### config.mk
export PLATFORM = sky130hd
export DESIGN_NAME = cpu_pwr_ctrl
export DESIGN_NICKNAME = d
export VERILOG_FILES = /design/src/rtl/cpu_pwr_pkg.sv /design/src/rtl/cpu_pwr_shut_track.sv /design/src/rtl/cpu_pwr_rst_hold.sv /design/src/rtl/cpu_pwr_ctrl.sv
export SDC_FILE = /design/constraint.sdc
export NUM_CORES = 1
export LEC_CHECK = 0
export BUFFER_PORTS_ARGS = -buffer_cell sky130_fd_sc_hd__buf_2
export CORE_AREA = 10 10 50 52
export DETAILED_ROUTE_END_ITERATION = 7
export DIE_AREA = 0 0 60 62
export PLACE_DENSITY_LB_ADDON = 0.08
export SLEW_MARGIN = 10
export SYNTH_ARGS = -nofsm -noshare
export SYNTH_HDL_FRONTEND = slang
export SYNTH_SLANG_ARGS = --single-unit
### constraint.sdc
create_clock -name clk -period 4.65 [get_ports clk]
set_clock_uncertainty 0.05 [all_clocks]
set_input_delay 0.6975 -clock clk [delete_from_list [all_inputs] [get_ports clk]]
set_output_delay 0.6975 -clock clk [all_outputs]
set_load 0.02 [all_outputs]
### src/rtl/cpu_pwr_pkg.sv
package cpu_pwr_pkg;

  typedef enum logic [2:0] {
    PS_RUN  = 3'd0,
    PS_STBY = 3'd1,
    PS_EXIT = 3'd2,
    PS_DORM = 3'd3,
    PS_OFF  = 3'd4,
    PS_RSTH = 3'd5
  } pwr_state_e;

  typedef struct packed {
    logic core_clk;
    logic l1_clk;
    logic iso;
    logic logic_pwr;
    logic ram_ret;
    logic ram_pwr;
    logic cpu_rst;
  } pwr_out_t;

  localparam pwr_out_t PWR_OUT_RESET = '{
    core_clk: 1'b1, l1_clk: 1'b1, iso: 1'b0, logic_pwr: 1'b1,
    ram_ret: 1'b0, ram_pwr: 1'b1, cpu_rst: 1'b0
  };

endpackage

### src/rtl/cpu_pwr_shut_track.sv
module cpu_pwr_shut_track #(
  parameter int CPU_ID = 1
) (
  input  logic clk,
  input  logic rst,
  input  logic dorm_req,
  input  logic unplug_req,
  input  logic clean_done,
  input  logic clr,
  output logic armed_q,
  output logic arm_nxt,
  output logic deep_q
);

  // Core 0 may never be taken down; its requests are masked here.
  localparam logic ALLOW = (CPU_ID != 0);

  logic pend_q, pend_d, deep_d;

  always_comb begin
    pend_d  = pend_q | (ALLOW & (dorm_req | unplug_req));
    deep_d  = deep_q | (ALLOW & unplug_req);
    arm_nxt = armed_q | (pend_q & clean_done);
    if (clr) begin
      pend_d  = 1'b0;
      deep_d  = 1'b0;
      arm_nxt = 1'b0;
    end
  end

  always_ff @(posedge clk) begin
    if (rst) begin
      pend_q  <= 1'b0;
      deep_q  <= 1'b0;
      armed_q <= 1'b0;
    end else begin
      pend_q  <= pend_d;
      deep_q  <= deep_d;
      armed_q <= arm_nxt;
    end
  end

  // A pending request without a clean flag must not arm.
  assert_hold_pending_R5: assert property (@(posedge clk) disable iff (rst)
    (pend_q && !clean_done && !armed_q) |=> !armed_q);

endmodule

### src/rtl/cpu_pwr_rst_hold.sv
module cpu_pwr_rst_hold #(
  parameter int HOLD = 16
) (
  input  logic clk,
  input  logic rst,
  input  logic start,
  output logic done
);

  localparam int CW = $clog2(HOLD + 1);
  localparam logic [CW-1:0] LOAD = CW'(HOLD - 1);

  logic [CW-1:0] cnt_q;

  always_ff @(posedge clk) begin
    if (rst)               cnt_q <= '0;
    else if (start)        cnt_q <= LOAD;
    else if (cnt_q != '0)  cnt_q <= cnt_q - 1'b1;
  end

  assign done = (cnt_q == '0);

endmodule

### src/rtl/cpu_pwr_ctrl.sv
module cpu_pwr_ctrl
  import cpu_pwr_pkg::*;
#(
  parameter int CPU_ID   = 1,
  parameter int RST_HOLD = 16
) (
  input  logic clk,
  input  logic rst,
  input  logic stby_req,
  input  logic irq_wake,
  input  logic evt_wake,
  input  logic snoop_req,
  input  logic dorm_req,
  input  logic unplug_req,
  input  logic clean_done,
  input  logic ext_wake,
  output logic core_clk_en,
  output logic l1_clk_en,
  output logic iso_req,
  output logic logic_pwr_en,
  output logic ram_ret_en,
  output logic ram_pwr_en,
  output logic cpu_rst
);

  pwr_state_e state_q, state_d;
  pwr_out_t   out_q, out_d;
  logic armed_q, arm_nxt, deep_q, hold_done, hold_start, req_clr;
  logic wake_any, deep_nxt;

  assign wake_any = irq_wake | evt_wake;

  always_comb begin
    state_d = state_q;
    unique case (state_q)
      PS_RUN:  if (stby_req) state_d = armed_q ? (deep_q ? PS_OFF : PS_DORM) : PS_STBY;
      PS_STBY: if (wake_any) state_d = PS_EXIT;
      PS_EXIT: state_d = PS_RUN;
      PS_DORM,
      PS_OFF:  if (ext_wake) state_d = PS_RSTH;
      PS_RSTH: if (hold_done) state_d = PS_RUN;
      default: state_d = PS_RUN;
    endcase
  end

  assign deep_nxt   = (state_d == PS_DORM) || (state_d == PS_OFF);
  assign hold_start = (state_d == PS_RSTH) && (state_q != PS_RSTH);
  assign req_clr    = (state_q == PS_RUN) && deep_nxt;

  cpu_pwr_shut_track #(.CPU_ID(CPU_ID)) u_track (
    .clk(clk), .rst(rst), .dorm_req(dorm_req), .unplug_req(unplug_req),
    .clean_done(clean_done), .clr(req_clr),
    .armed_q(armed_q), .arm_nxt(arm_nxt), .deep_q(deep_q)
  );

  cpu_pwr_rst_hold #(.HOLD(RST_HOLD)) u_hold (
    .clk(clk), .rst(rst), .start(hold_start), .done(hold_done)
  );

  // Outputs decoded from the next state and registered with it.
  always_comb begin
    out_d.core_clk  = (state_d == PS_RUN);
    out_d.l1_clk    = (state_d == PS_RUN) || (state_d == PS_EXIT) ||
                      ((state_d == PS_STBY) && snoop_req);
    out_d.iso       = arm_nxt || deep_nxt || (state_d == PS_RSTH);
    out_d.logic_pwr = !deep_nxt;
    out_d.ram_ret   = (state_d == PS_DORM);
    out_d.ram_pwr   = !deep_nxt;
    out_d.cpu_rst   = (state_d == PS_RSTH);
  end

  always_ff @(posedge clk) begin
    if (rst) begin
      state_q <= PS_RUN;
      out_q   <= PWR_OUT_RESET;
    end else begin
      state_q <= state_d;
      out_q   <= out_d;
    end
  end

  assign core_clk_en  = out_q.core_clk;
  assign l1_clk_en    = out_q.l1_clk;
  assign iso_req      = out_q.iso;
  assign logic_pwr_en = out_q.logic_pwr;
  assign ram_ret_en   = out_q.ram_ret;
  assign ram_pwr_en   = out_q.ram_pwr;
  assign cpu_rst      = out_q.cpu_rst;

  assert_stby_entry_R2: assert property (@(posedge clk) disable iff (rst)
    (state_q == PS_RUN && stby_req && !armed_q) |=> (!core_clk_en && ram_pwr_en && !iso_req));

  assert_stby_exit_R3: assert property (@(posedge clk) disable iff (rst)
    (state_q == PS_STBY && wake_any) |=> (!core_clk_en && l1_clk_en) ##1 core_clk_en);

  assert_snoop_l1_R4: assert property (@(posedge clk) disable iff (rst)
    (state_q == PS_STBY && !wake_any) |=> (l1_clk_en == $past(snoop_req) && !core_clk_en));

  assert_deep_ignore_R9: assert property (@(posedge clk) disable iff (rst)
    ((state_q == PS_DORM || state_q == PS_OFF) && !ext_wake) |=> ($stable(logic_pwr_en) && $stable(ram_ret_en) && !core_clk_en));

  assert_wake_power_R10: assert property (@(posedge clk) disable iff (rst)
    ((state_q == PS_DORM || state_q == PS_OFF) && ext_wake) |=> (cpu_rst && logic_pwr_en && ram_pwr_en && !core_clk_en));

  assert_ext_ignored_R12: assert property (@(posedge clk) disable iff (rst)
    (state_q == PS_RUN && !stby_req && ext_wake) |=> (core_clk_en && !cpu_rst));

  generate
    if (CPU_ID == 0) begin : g_boot_core
      assert_cpu0_powered_R11: assert property (@(posedge clk) disable iff (rst)
        (logic_pwr_en && ram_pwr_en && !iso_req));
    end
  endgenerate

endmodule

==> reports/results.txt, run 1 <==
outcome = finished, final reports clean
drt pass-1 iters = 4
Reg area = 340 um2
Post-Syn Area = 803 um2
P_sw = 0.167 mW
worst setup margin = 2.82 ns
core region area = 1610 um2
routed wire length = 1620 um
Root Buffer = clkbuf_4
fin crit period = 1.83 ns
CP Capture Type = flop
CP Cell Sequence = inv_1 > ha_1 > nor4b_4 > a21oi_1 > or3_4 > a31oi_1
CTS buffer count = 3
FMAX = 547 MHz
ranking of synthesized cells by area = dfxtp_1 (42%), a21oi_1 (4.4%), nor2_1 (4.2%)
sequential element share of the synthesized area = 42.4%
Post-CTS Setup Repair Bufs = 0
beginning of the worst hold path = u_hold.cnt_q[1]
Comb power frac = 40.3%
fin. max-slew vios = 0
post-synthesis cell type count = 35
Syn Nets = 96
Cell Int Power = 0.302 mW
Worst setup SP type = flop
multi-input combinational cell area = 444 um2
GRT overflow = 0
Hold-fix buffers, CTS = 0
syn avg cell area = 9.56 um2
die extent in y = 62 um
first-pass GRT wire length = 2700 um
gp weighted congestion = 0.728
Post-Synth Adder-Cell Area = 3.12%
I/O Pins = 17
Mapped Cells = 84
row count = 15
worst vdd ir = 0.323 mV
Clock power frac = 16.1%
RSZ-0062 raised after global routing = no
worst hold endpoint = u_hold.cnt_q[1]
Worst Tran Pin Value = 0.410 ns
clk slew on worst S/H paths = 0.09 ns
Slew headroom = 72.6%
Via-to-Cell Ratio = 5.34
Compound-Gate Fraction of Synth Area = 22.4%
Sink Count = 17
Crit path largest cell delay = 0.41 ns
leakage dissipation = 0.405 nW
P per Cell Area = 509 nW/um2
DR iter-0 viols = 9
Synth area leader = dfxtp_1
Fill cells = 141
Synth top cells by count = dfxtp_1 (17), nor2_1 (9), a21oi_1 (7)
pin count of the biggest net entering global routing = 18
count leader, synth = dfxtp_1
R2R depth = 6
fin nets = 115
WL per Instance = 13.6 um
max cap viols = 0
Max FO, Critical Path = 4
crit share post-route = 39.3%
post-cts sizing count = 0
R2R setup slack = 2.82 ns
Yosys warnings = 0
mux contribution to synthesized area = 1.40%
Final Hold Viols = 0
sequential cell fraction of total power = 43.5%
clk_lat worst skew = 0.28 ns
Final setup viols = 0
worst path required time = 4.81 ns
worst hold margin = 0.533 ns
min-delay worst type = reg -> reg
Port-buffer cells = 16
post-route ant nets = 0
initial core utilization = 49.8%
Detail Placement HPWL = 1280 um
WS Path Type = reg -> reg
Post-synth EDFFs = 0
Async S/R FF share, synth = 0%
Hold Path Cell Cnt = 2
CP arrival = 1.99 ns
H-Tree Depth = 1
layout cells sized above 1 = 30.4%
largest family of logic cells by synthesized area = simple AND/OR/NAND/NOR gates
die area = 3720 um2
vias in the first global route = 637
slowest CP cell = or3_4
FF+latch count, synth = 17
Die X-Extent = 60 um
CTS tree = done
Setup TNS = 0 ns
dpl ws = 2.62 ns
Clock Tree Buf Depth = 2
Switching Share = 35.5%
GRT Overall Usage = 9.40%
Simple-Gate Fraction of Synth Area = 26.2%
initial antenna violation count = 0
ys flop type = dfxtp_1
share of the synthesized area in the top cell type = 42.4%
via count = 636
Critical R2R Launch = u_hold.cnt_q[0]
n_diodes = 0
reg2reg end = u_track.deep_q
xor/xnor cell area share of the yosys netlist = 2.18%
Area Growth Syn to Fin = 14.6%
DRC = 0
power by group through the flow:
stage                     registers (mW)  clock network [mW]  logic, mW
after global placement             0.207                   0      0.188
after CTS                          0.205              0.0759      0.191
final                              0.204              0.0756      0.189
after floorplan                    0.210                   0      0.150
after global routing               0.210              0.0824      0.210
after detailed placement           0.208                   0      0.189
flip-flops by register name (all words and copies together), names as in the netlist:
register,count
u_hold.cnt_q,5
iso_req,1
l1_clk_en,1
u_track.deep_q,1
ram_ret_en,1
cpu_rst,1
u_track.armed_q,1
u_track.pend_q,1
core_clk_en,1
state_q,3
ram_pwr_en,1
final cells by class:
cell class              instances  area share, %
inverters                       2          0.815
multi-input cells              63           48.2
flip-flops and latches         17           37.0
repair buffers                 16           8.70
clock inverters                 1          0.543
well taps                      17           2.31
clock buffers                   3           2.45
metal layers:
| metal | global-route usage, % | wire (um) | vias up |
|---|---|---|---|
| li1 | - | - | 343 |
| met1 | 10.7 | 778 | 281 |
| met2 | 14.6 | 743 | 10 |
| met3 | 3.86 | 87 | 2 |
| met4 | 5.13 | 12 | 0 |
| met5 | 0 | 0 | - |
logic make-up (layout without fill, tap and decap cells):
group	after synthesis	count (layout)
simple gates	34	34
xor+xnor	2	2
mux	1	1
compound gates	24	24
flops	17	17
fa+ha+maj	2	2
buf+inv	4	22
worst max-delay path: cells and delay by family (launching register included):
kind | cells | cell delay, ns
AOI/OAI and AO/OA | 2 | 0.33
DFF | 1 | 0.32
and+or+nand+nor | 2 | 0.73
adders and majority gates | 1 | 0.22
buffers and inverters | 1 | 0.11
layout by cell type (no fill, tap or decap), types with 2 or more instances in the layout:
| master | n |
|---|---|
| a31oi_1 | 4 |
| inv_1 | 2 |
| o21bai_1 | 3 |
| or3_1 | 2 |
| clkbuf_4 | 3 |
| a21oi_1 | 7 |
| or2_2 | 2 |
| nor2b_1 | 3 |
| nor2_1 | 9 |
| buf_2 | 16 |
| nand2_1 | 5 |
| nor3_1 | 5 |
| ha_1 | 2 |
| dfxtp_1 | 17 |
per-stage QoR:
step | instance area (um2) | utilization, % | instances | total power [mW]
5_1_grt | 921 | 57.1 | 119 | 0.502
4_1_cts | 921 | 57.1 | 119 | 0.472
3_3_place_gp | 893 | 55.3 | 115 | 0.396
2_1_floorplan | 803 | - | 84 | 0.360
6_report | 921 | 57.1 | 119 | 0.469
3_5_place_dp | 893 | 55.3 | 115 | 0.398
worst max-delay path by stage:
stage,cells after the start,start,end
after global placement,5,evt_wake,u_track.deep_q
after floorplan,4,stby_req,u_track.armed_q
after CTS,6,u_hold.cnt_q[0],u_track.deep_q
after detailed placement,5,evt_wake,u_track.armed_q
after global routing,6,u_hold.cnt_q[0],u_track.deep_q
final,6,u_hold.cnt_q[0],u_track.deep_q
(Power assumes the default switching activity.)
==> run 2: changes to the inputs <==
- CORE_AREA: 10 10 50 52 -> 10 10 51 53
- DIE_AREA: 0 0 60 62 -> 0 0 61 63
- clock period: 4.65 -> 1.9 ns (I/O delays scaled with it)
==> run 2 against run 1 <==
Effect of this change:
- maximum frequency rose by 3.8%
- die area rose by 3.3%
- cell area unchanged
- power up 150%
- critical endpoint is now u_track.pend_q
- first-iteration DRC count up 56%
- critical path depth unchanged
- register-to-register slack lost 2.7 ns
- largest power group unchanged
- critical path type unchanged
- worst hold slack worse by 0.30 ns
- flip-flop and latch count unchanged
==> reports/results.txt, run 2 (synthesis gave the netlist of run 1 again) <==
Top reg by flops = u_hold.cnt_q
n_diodes = 0
fin. max-slew vios = 0
Setup TNS = 0 ns
Cell Int Power = 0.742 mW
leakage dissipation = 0.405 nW
CTS buffer count = 3
pin count of the biggest net entering global routing = 18
max cap viols = 0
DR iter-0 viols = 14
clk_lat worst skew = 0.28 ns
DRC = 0
P_sw = 0.415 mW
Top Registers = u_hold.cnt_q (5), state_q (3)
Final setup viols = 0
Clock power frac = 16.5%
Placement Cell Area = 893 um2
post-route ant nets = 0
outcome = finished, final reports clean
H-Tree Depth = 1
die area = 3840 um2
WL per Instance = 14.0 um
I/O Pins = 17
min-delay worst type = in -> reg
routed wire length = 1660 um
row count = 15
fin area = 921 um2
fin crit period = 1.76 ns
die extent in y = 63 um
Port-buffer cells = 16
multi-input combinational cell area = 444 um2
Area Growth Syn to Fin = 14.6%
commonest non-fill, non-tap cell in the layout = dfxtp_1
layout cells sized above 1 = 30.4%
Worst setup SP type = flop
Fill cells = 159
worst path required time = 2.07 ns
FMAX = 568 MHz
GRT overflow = 0
Via-to-Cell Ratio = 5.60
RSZ-0062 raised after global routing = no
initial core utilization = 48.6%
Largest register FFs = 5
CP Capture Type = flop
via count = 666
Sink Count = 17
most frequent cells in the layout = dfxtp_1 (17), buf_2 (16), nor2_1 (9), a21oi_1 (7)
Die X-Extent = 61 um
first-pass GRT wire length = 2820 um
crit share post-route = 92.7%
Switching Share = 35.9%
GRT Overall Usage = 9.26%
worst setup margin = 0.138 ns
post-cts sizing count = 0
gp weighted congestion = 0.803
Comb power frac = 40.0%
Root Buffer = clkbuf_4
P per Cell Area = 1260 nW/um2
Worst Tran Pin Value = 0.375 ns
fin nets = 115
WS Path Type = reg -> reg
Max FO, Critical Path = 4
CP arrival = 1.93 ns
Detail Placement HPWL = 1320 um
CTS tree = done
initial antenna violation count = 0
clk slew on worst S/H paths = 0.10 ns
dpl ws = 0.144 ns
Reg area = 340 um2
Post-CTS Setup Repair Bufs = 0
worst vdd ir = 0.536 mV
Clock Tree Buf Depth = 2
vias in the first global route = 652
Final Hold Viols = 0
sequential cell fraction of total power = 43.5%
core region area = 1650 um2
drt pass-1 iters = 4
Slew headroom = 75.0%
Hold-fix buffers, CTS = 0
Design Power = 1.16 mW
run 2: cell counts in the layout (fill, tap and decap cells not counted):
No cell type changed its count.
run 2: metrics by stage:
stage               hold slack, ns  utilization, %  std cells
global route                 0.250            55.8        119
CTS                          0.230            55.8        119
global placement             0.500            54.1        115
finish                       0.237            55.8        119
floorplan                    0.314               -         84
detailed placement           0.492            54.1        115
run 2: layer usage:
layer	global-route usage, %	part of all wire (%)
met1	11.2	46
met2	14.3	50
met3	2.44	2.9
met4	4.67	0.78
met5	0	0
run 2: critical path, stage by stage, from the launching register on:
cell and delay (ns):
dfxtp_1 0.32, inv_1 0.11, ha_1 0.21, nor4b_4 0.29, a21oi_1 0.14, or3_4 0.40
a31oi_1 0.18
run 2: layout make-up:
cell class | count | share of cell area, %
Clock buffer | 3 | 2.45
Clock inverter | 1 | 0.543
Inverter | 2 | 0.815
Multi-Input combinational cell | 63 | 48.2
Sequential cell | 17 | 37.0
Tap cell | 17 | 2.31
Timing Repair Buffer | 16 | 8.70
run 2: power groups by stage:
stage / clock (mW) / combinational [mW] / sequential (mW)
final: 0.191 / 0.462 / 0.503
after detailed placement: 0 / 0.465 / 0.512
after floorplan: 0 / 0.368 / 0.513
after global placement: 0 / 0.456 / 0.511
after global routing: 0.220 / 0.517 / 0.520
after CTS: 0.201 / 0.467 / 0.503
run 2: path summary, 6_finish.rpt:
path                        start              to  slack [ns]  cells past startpoint
hold reg to reg    u_track.deep_q  u_track.deep_q        0.50                      2
hold / removal         unplug_req  u_track.deep_q        0.24                      3
setup / recovery  u_hold.cnt_q[0]  u_track.pend_q        0.14                      6
setup reg to reg  u_hold.cnt_q[0]  u_track.pend_q        0.14                      6
